<file path="src/rtl/mmt_pkg.sv">
package mmt_pkg;

    typedef enum logic [1:0] {
        CM_UP     = 2'd0,
        CM_DOWN   = 2'd1,
        CM_UPDOWN = 2'd2,
        CM_QUAD   = 2'd3
    } cnt_mode_e;

    typedef enum logic [1:0] {
        EA_NONE   = 2'd0,
        EA_START  = 2'd1,
        EA_STOP   = 2'd2,
        EA_RELOAD = 2'd3
    } edge_act_e;

    typedef enum logic {
        RS_STOPPED = 1'b0,
        RS_RUNNING = 1'b1
    } run_state_e;

    typedef enum logic {
        DIR_RISING  = 1'b0,
        DIR_FALLING = 1'b1
    } dir_state_e;

endpackage

</file>
<file path="src/rtl/mmt_sync.sv">
module mmt_sync #(
    parameter int N = 3
) (
    input  logic         clk,
    input  logic         rst_n,
    input  logic [N-1:0] async_i,
    output logic [N-1:0] level_o,
    output logic [N-1:0] prev_o
);
    // Per bit: two synchronizer stages plus one history stage.
    for (genvar g = 0; g < N; g++) begin : g_bit
        logic s1_q, s2_q, s3_q;
        always_ff @(posedge clk or negedge rst_n) begin
            if (!rst_n) begin
                s1_q <= 1'b0;
                s2_q <= 1'b0;
                s3_q <= 1'b0;
            end else begin
                s1_q <= async_i[g];
                s2_q <= s1_q;
                s3_q <= s2_q;
            end
        end
        assign level_o[g] = s2_q;
        assign prev_o[g]  = s3_q;
    end
endmodule

</file>
<file path="src/rtl/mmt_prescaler.sv">
module mmt_prescaler #(
    parameter int PRESC_MAX = 10,
    parameter int PSEL_W    = 4
) (
    input  logic              clk,
    input  logic              rst_n,
    input  logic              run_i,
    input  logic [PSEL_W-1:0] sel_i,
    output logic              tick_o
);
    localparam int PW = PRESC_MAX;

    logic [PW-1:0]     pcnt_q;
    logic [PSEL_W-1:0] sel_eff;
    logic [PW:0]       one_sh;
    logic [PW-1:0]     mask;

    always_comb begin
        sel_eff = (int'(sel_i) > PRESC_MAX) ? PSEL_W'(PRESC_MAX) : sel_i;
        one_sh  = (PW+1)'(1) << sel_eff;
        mask    = one_sh[PW-1:0] - PW'(1);
        tick_o  = run_i && ((pcnt_q & mask) == mask);
    end

    always_ff @(posedge clk or negedge rst_n) begin
        if (!rst_n)      pcnt_q <= '0;
        else if (!run_i) pcnt_q <= '0;
        else             pcnt_q <= pcnt_q + PW'(1);
    end
endmodule

</file>
<file path="src/rtl/mmt_quad_dec.sv">
module mmt_quad_dec (
    input  logic a_cur,
    input  logic b_cur,
    input  logic a_prev,
    input  logic b_prev,
    input  logic x4_i,
    output logic step_o,
    output logic up_o
);
    logic a_ch, b_ch;

    always_comb begin
        a_ch = a_cur ^ a_prev;
        b_ch = b_cur ^ b_prev;
        // Forward order 00 -> 10 -> 11 -> 01: the old A equals the new B.
        up_o = ~(a_prev ^ b_cur);
        if (x4_i) step_o = a_ch ^ b_ch;
        else      step_o = a_ch & ~b_ch;
    end
endmodule

</file>
<file path="src/rtl/mm_timer_core.sv">
module mm_timer_core
    import mmt_pkg::*;
#(
    parameter int CNT_W     = 16,
    parameter int PRESC_MAX = 10,
    parameter int PSEL_W    = 4
) (
    input  logic              clk,
    input  logic              rst_n,
    input  logic [1:0]        mode_i,
    input  logic              quad_x4_i,
    input  logic [CNT_W-1:0]  top_i,
    input  logic [PSEL_W-1:0] presc_sel_i,
    input  logic              one_shot_i,
    input  logic              sw_start_i,
    input  logic              sw_stop_i,
    input  logic              qa_i,
    input  logic              qb_i,
    input  logic              ctl_i,
    input  logic [1:0]        ctl_rise_act_i,
    input  logic [1:0]        ctl_fall_act_i,
    output logic [CNT_W-1:0]  count_o,
    output logic              running_o,
    output logic              ovf_o,
    output logic              udf_o
);
    localparam int          NSYNC = 3;
    localparam int          IDX_A = 0;
    localparam int          IDX_B = 1;
    localparam int          IDX_C = 2;
    localparam logic [CNT_W-1:0] ONE = CNT_W'(1);

    // ---------------- input conditioning ----------------
    logic [NSYNC-1:0] lvl, prv;

    mmt_sync #(.N(NSYNC)) u_sync (
        .clk     (clk),
        .rst_n   (rst_n),
        .async_i ({ctl_i, qb_i, qa_i}),
        .level_o (lvl),
        .prev_o  (prv)
    );

    logic ctl_rise, ctl_fall;
    assign ctl_rise = lvl[IDX_C] & ~prv[IDX_C];
    assign ctl_fall = ~lvl[IDX_C] & prv[IDX_C];

    logic q_step, q_up;
    mmt_quad_dec u_quad (
        .a_cur  (lvl[IDX_A]),
        .b_cur  (lvl[IDX_B]),
        .a_prev (prv[IDX_A]),
        .b_prev (prv[IDX_B]),
        .x4_i   (quad_x4_i),
        .step_o (q_step),
        .up_o   (q_up)
    );

    run_state_e run_q, run_nx;
    dir_state_e dir_q, dir_nx;

    logic tick;
    mmt_prescaler #(.PRESC_MAX(PRESC_MAX), .PSEL_W(PSEL_W)) u_presc (
        .clk   (clk),
        .rst_n (rst_n),
        .run_i (run_q == RS_RUNNING),
        .sel_i (presc_sel_i),
        .tick_o(tick)
    );

    // ---------------- request decoding ----------------
    edge_act_e act_r, act_f;
    logic req_start, req_stop, req_reload, do_reload;

    always_comb begin
        act_r = ctl_rise ? edge_act_e'(ctl_rise_act_i) : EA_NONE;
        act_f = ctl_fall ? edge_act_e'(ctl_fall_act_i) : EA_NONE;
        req_stop   = sw_stop_i || (act_r == EA_STOP) || (act_f == EA_STOP);
        req_reload = (act_r == EA_RELOAD) || (act_f == EA_RELOAD);
        req_start  = sw_start_i || req_reload ||
                     (act_r == EA_START) || (act_f == EA_START);
        // A stop request cancels a reload in the same cycle.
        do_reload  = req_reload && !req_stop;
    end

    // ---------------- counter datapath ----------------
    cnt_mode_e        mode;
    logic [CNT_W-1:0] cnt_q, cnt_nx;
    logic             ovf_nx, udf_nx, step_en, wrap_evt;

    always_comb begin
        mode    = cnt_mode_e'(mode_i);
        step_en = (run_q == RS_RUNNING) && ((mode == CM_QUAD) ? q_step : tick);
        cnt_nx  = cnt_q;
        dir_nx  = dir_q;
        ovf_nx  = 1'b0;
        udf_nx  = 1'b0;
        if (do_reload) begin
            cnt_nx = (mode == CM_DOWN) ? top_i : '0;
            dir_nx = DIR_RISING;
        end else if (step_en) begin
            unique case (mode)
                CM_UP: begin
                    if (cnt_q >= top_i) begin
                        cnt_nx = '0;
                        ovf_nx = 1'b1;
                    end else begin
                        cnt_nx = cnt_q + ONE;
                    end
                end
                CM_DOWN: begin
                    if (cnt_q == '0) begin
                        cnt_nx = top_i;
                        udf_nx = 1'b1;
                    end else begin
                        cnt_nx = cnt_q - ONE;
                    end
                end
                CM_UPDOWN: begin
                    if (top_i == '0) begin
                        cnt_nx = '0;
                    end else begin
                        unique case (dir_q)
                            DIR_RISING: begin
                                if (cnt_q >= top_i) begin
                                    cnt_nx = top_i - ONE;
                                    dir_nx = DIR_FALLING;
                                    ovf_nx = 1'b1;
                                end else begin
                                    cnt_nx = cnt_q + ONE;
                                end
                            end
                            DIR_FALLING: begin
                                if (cnt_q == '0) begin
                                    cnt_nx = ONE;
                                    dir_nx = DIR_RISING;
                                    udf_nx = 1'b1;
                                end else begin
                                    cnt_nx = cnt_q - ONE;
                                end
                            end
                        endcase
                    end
                end
                CM_QUAD: begin
                    if (q_up) begin
                        if (cnt_q >= top_i) begin
                            cnt_nx = '0;
                            ovf_nx = 1'b1;
                        end else begin
                            cnt_nx = cnt_q + ONE;
                        end
                    end else begin
                        if (cnt_q == '0) begin
                            cnt_nx = top_i;
                            udf_nx = 1'b1;
                        end else begin
                            cnt_nx = cnt_q - ONE;
                        end
                    end
                end
            endcase
        end
        wrap_evt = ovf_nx || udf_nx;
    end

    // ---------------- run control FSM ----------------
    always_comb begin
        run_nx = run_q;
        unique case (run_q)
            RS_STOPPED: if (req_start && !req_stop) run_nx = RS_RUNNING;
            RS_RUNNING: if (req_stop || (one_shot_i && wrap_evt)) run_nx = RS_STOPPED;
        endcase
    end

    always_ff @(posedge clk or negedge rst_n) begin
        if (!rst_n) begin
            run_q <= RS_STOPPED;
            dir_q <= DIR_RISING;
        end else begin
            run_q <= run_nx;
            dir_q <= dir_nx;
        end
    end

    // ---------------- registered outputs ----------------
    always_ff @(posedge clk or negedge rst_n) begin
        if (!rst_n) begin
            cnt_q <= '0;
            ovf_o <= 1'b0;
            udf_o <= 1'b0;
        end else begin
            cnt_q <= cnt_nx;
            ovf_o <= ovf_nx;
            udf_o <= udf_nx;
        end
    end

    assign count_o   = cnt_q;
    assign running_o = (run_q == RS_RUNNING);

endmodule

</file>
<file path="config.mk">
export PLATFORM = sky130hd
export DESIGN_NAME = mm_timer_core
export DESIGN_NICKNAME = d
export VERILOG_FILES = /design/src/rtl/mmt_pkg.sv /design/src/rtl/mmt_sync.sv /design/src/rtl/mmt_prescaler.sv /design/src/rtl/mmt_quad_dec.sv /design/src/rtl/mm_timer_core.sv
export SDC_FILE = /design/constraint.sdc
export NUM_CORES = 1
export LEC_CHECK = 0
export BUFFER_PORTS_ARGS = -buffer_cell sky130_fd_sc_hd__buf_2
export CAP_MARGIN = 20
export CORE_ASPECT_RATIO = 0.9
export CORE_MARGIN = 2
export CORE_UTILIZATION = 55
export CTS_BUF_LIST = sky130_fd_sc_hd__clkbuf_8 sky130_fd_sc_hd__clkbuf_16
export DETAILED_ROUTE_END_ITERATION = 8
export PLACE_DENSITY = 0.86
export SYNTH_ARGS = -nofsm -noshare
export SYNTH_HDL_FRONTEND = slang
export SYNTH_SLANG_ARGS = --single-unit
</file>
<file path="constraint.sdc">
create_clock -name clk -period 8 [get_ports clk]
set_input_delay 0.4 -clock clk [delete_from_list [all_inputs] [get_ports clk]]
set_output_delay 0.4 -clock clk [all_outputs]
set_load 0.05 [all_outputs]
</file>
==> results.cfg <==
[setup_path]
crit_path_start_kind = primary input
crit_fanout = 27
criticalPathCategory = in2reg
timing.critical_path.arrival_ns = 3.58
cp_data_required_time_ns = 8.23
timing.critical_path.to_type = flip-flop
worst_r2r_path_depth = 9

[cells_and_area]
final_layout_fill_cell_count = 637
seq_cell_area_um2 = 975.9
layout-drive-gt1-share_pct = 17.64
final_cell_area_um2 = 4354
multi_input_gate_area_in_the_final_layout_um2 = 2753
area_growth_pct = 9.159
finish.net_count = 591
mostFrequentLayoutCells = 53 x buf_2, 51 x nand2_1, 39 x dfrtp_1
antennaDiodeCount = 0
layout.cells.most_common = buf_2

[cts]
tritoncts_clock_tree = done
h_tree_depth = 2
cts.reportedPaths.clkPinSlew_ns = 0.09
buffer_depth_of_the_longest_clock_path = 2
clock_sink_count = 39
cts_inserted_buffers = 5
cts.root.buffer_cell = clkbuf_8
clk-insertion-delay-late_ns = 0.31
number_of_buffers_inserted_to_repair_setup_after_cts = 0
post_cts_hold_buffer_count = 0
cts_resized = 0

[global_routing]
via_count_of_the_first_global_routing_pass = 3972
grt_util_all_layers_pct = 31.43
grt_max_degree = 40
grt_pass1_wl_um = 20040
antenna_violations_before_repair = 0
gr-total-overflow = 0

[die]
chipWidth_um = 93.77
die-area_um2 = 7950
fp.dieH_um = 84.79
placeableCoreArea_um2 = 7039
io_pins = 54
row_count = 29
floorplan.initialDensity_pct = 56.67

[drt]
detailroute.wirelength.met3_um = 1315
drt-total-wl_um = 12060
routedLengthMet1_um = 5170
drt_iter0_drc = 514
post_drt_wl_per_cell_um = 19.26
drc_errors = 0
route.vias.total = 4279
ant_nets = 0
top_signal_layer_used = met4
route.met2.wl_um = 5372
detail_route.first_pass.iterations = 7
routed_via_density = 6.835

[timing]
worst-slew-pin-transition_ns = 1.082
timing_hold_violations_final = 0
holdWs_ns = 0.1866
timing.final.setup_violations = 0
fmax_mhz = 298.2
final_cycle_share_pct = 41.91
finalSetupTns_ns = 0
finalWorstPathRequiredPeriod_ns = 3.353
slew_limit_fails = 0
max_slew_margin_pct = 27.89
setup_repair_after_global_routing_missed_its_margin = no
finClkSkew_ns = 0.01083

[status]
status = complete, no violations

[power_and_ir_drop]
leakage_power_nw = 1.778
power.density_nw_per_um2 = 226.2
max-vdd-ir-drop_mv = 0.1973

[logic_synthesis]
synthFlopType = dfrtp_1
post-synth-top-area-fraction_pct = 24.47
yosys_warnings = 0
ys_seq_elements = 39
post_synth_instance_area_um2 = 3989
yosysSeqAreaShare_pct = 24.47
postSynthCellCount = 501
post_synth_num_cell_types = 71
synth.largest_area_cell = dfrtp_1
net_count_after_synthesis = 560
synth_area_leaders = dfrtp_1 24%, ha_1 7.5%, nand2_1 4.8%, o31ai_1 4.1%, nand3_1 3.9%
synth.avg_cell_area_um2 = 7.962
ys_async_sr_fraction_pct = 100.0
number_of_enable_flip_flop_cells_after_synthesis = 0

[place]
dpl_cell_area_um2 = 4223
globalplace.congestion = 1.006
buffer_ports.inserted = 53
post-dp-hpwl_um = 8493

[min_path]
min_path_type = in2async

[flow_run]
cap_violations = 0
## power breakdown
group / internal [mW] / leakage [nW] / switching [mW]
Combinational: 0.159 / 1.23 / 0.320
Clock: 0.0946 / 0.0587 / 0.0838
Sequential: 0.227 / 0.486 / 0.0999
Total: 0.481 / 1.78 / 0.504
## worst max-delay path, stage by stage
cell and delay, ns:
buf_2 0.14, or4b_2 0.67, ha_1 0.31, o21ai_0 0.08, a21oi_1 0.17, o21a_1 0.15, o2111a_1 0.27, or2_1 0.85
a41oi_1 0.23, a311oi_1 0.29
## sequential cells by signal, summed over array words and instances, names as in the netlist
name and flops:
u_sync.g_bit.s2_q 3, u_sync.g_bit.s1_q 3, u_presc.pcnt_q 10, u_sync.g_bit.s3_q 3, udf_o 1, count_o 16, ovf_o 1, dir_q 1
running_o 1
## cell usage after synthesis (15+ instances only)
cell and count:
a21oi_1 24, nor3_1 24, ha_1 24, xnor2_1 16
clkbuf_1 15, inv_1 26, nand2_1 51, nand3_1 31
o21ai_0 20, nor2_1 29, dfrtp_1 39, o31ai_1 22
## routing by layer
| layer | vias up | global-route usage (%) |
|---|---|---|
| li1 | 1966 | - |
| met1 | 1998 | 46.09 |
| met2 | 282 | 46.43 |
| met3 | 33 | 4.758 |
| met4 | 0 | 12.25 |
| met5 | - | 0 |
## metrics by stage
step	power [mW]	cells	setup WS, ns	utilization (%)
after floorplan	0.6757	501	5.070	-
after global placement	0.7743	617	4.567	59.99
after detailed placement	0.7881	617	4.382	59.99
after CTS	0.9644	625	4.486	61.64
after global routing	1.043	626	4.503	61.86
final	0.9847	626	4.647	61.86
## cell type report
class                      count  share of cell area [%]
inverter                      26                   2.241
timing repair buffer          56                   6.782
sequential                    39                   22.41
clock inverter                 3                   1.092
clock buffer                   5                   1.580
tap                           93                   2.672
multi-input combinational    404                   63.22
## final timing paths
kind / start / to / slack (ns)
hold reg to reg: u_sync.g_bit[2].s1_q$_DFF_PN0_ / u_sync.g_bit[2].s2_q$_DFF_PN0_ / 0.36
setup / recovery: presc_sel_i[3] / dir_q$_DFFE_PN0P_ / 4.65
setup reg to reg: count_o[0]$_DFFE_PN0P_ / count_o[3]$_DFFE_PN0P_ / 4.79
max in group asynchronous: rst_n / u_sync.g_bit[1].s1_q$_DFF_PN0_ / 7.21
min in group clk: ctl_i / u_sync.g_bit[2].s1_q$_DFF_PN0_ / 0.19
hold / removal: rst_n / count_o[2]$_DFFE_PN0P_ / 0.19
## cells by family (layout without fill, tap and decap cells)
group                      count (synthesis)  after routing  share of synthesized area [%]
AOI/OAI and AO/OA                        142            142                          25.63
DFF                                       39             39                          24.47
buffers and inverters                     58             90                          6.618
adders and majority gates                 24             24                          7.528
xor gates and xnor gates                  19             19                          4.172
and+or+nand+nor                          219            219                          31.59
Note: power is estimated with default switching activity, not from simulation.
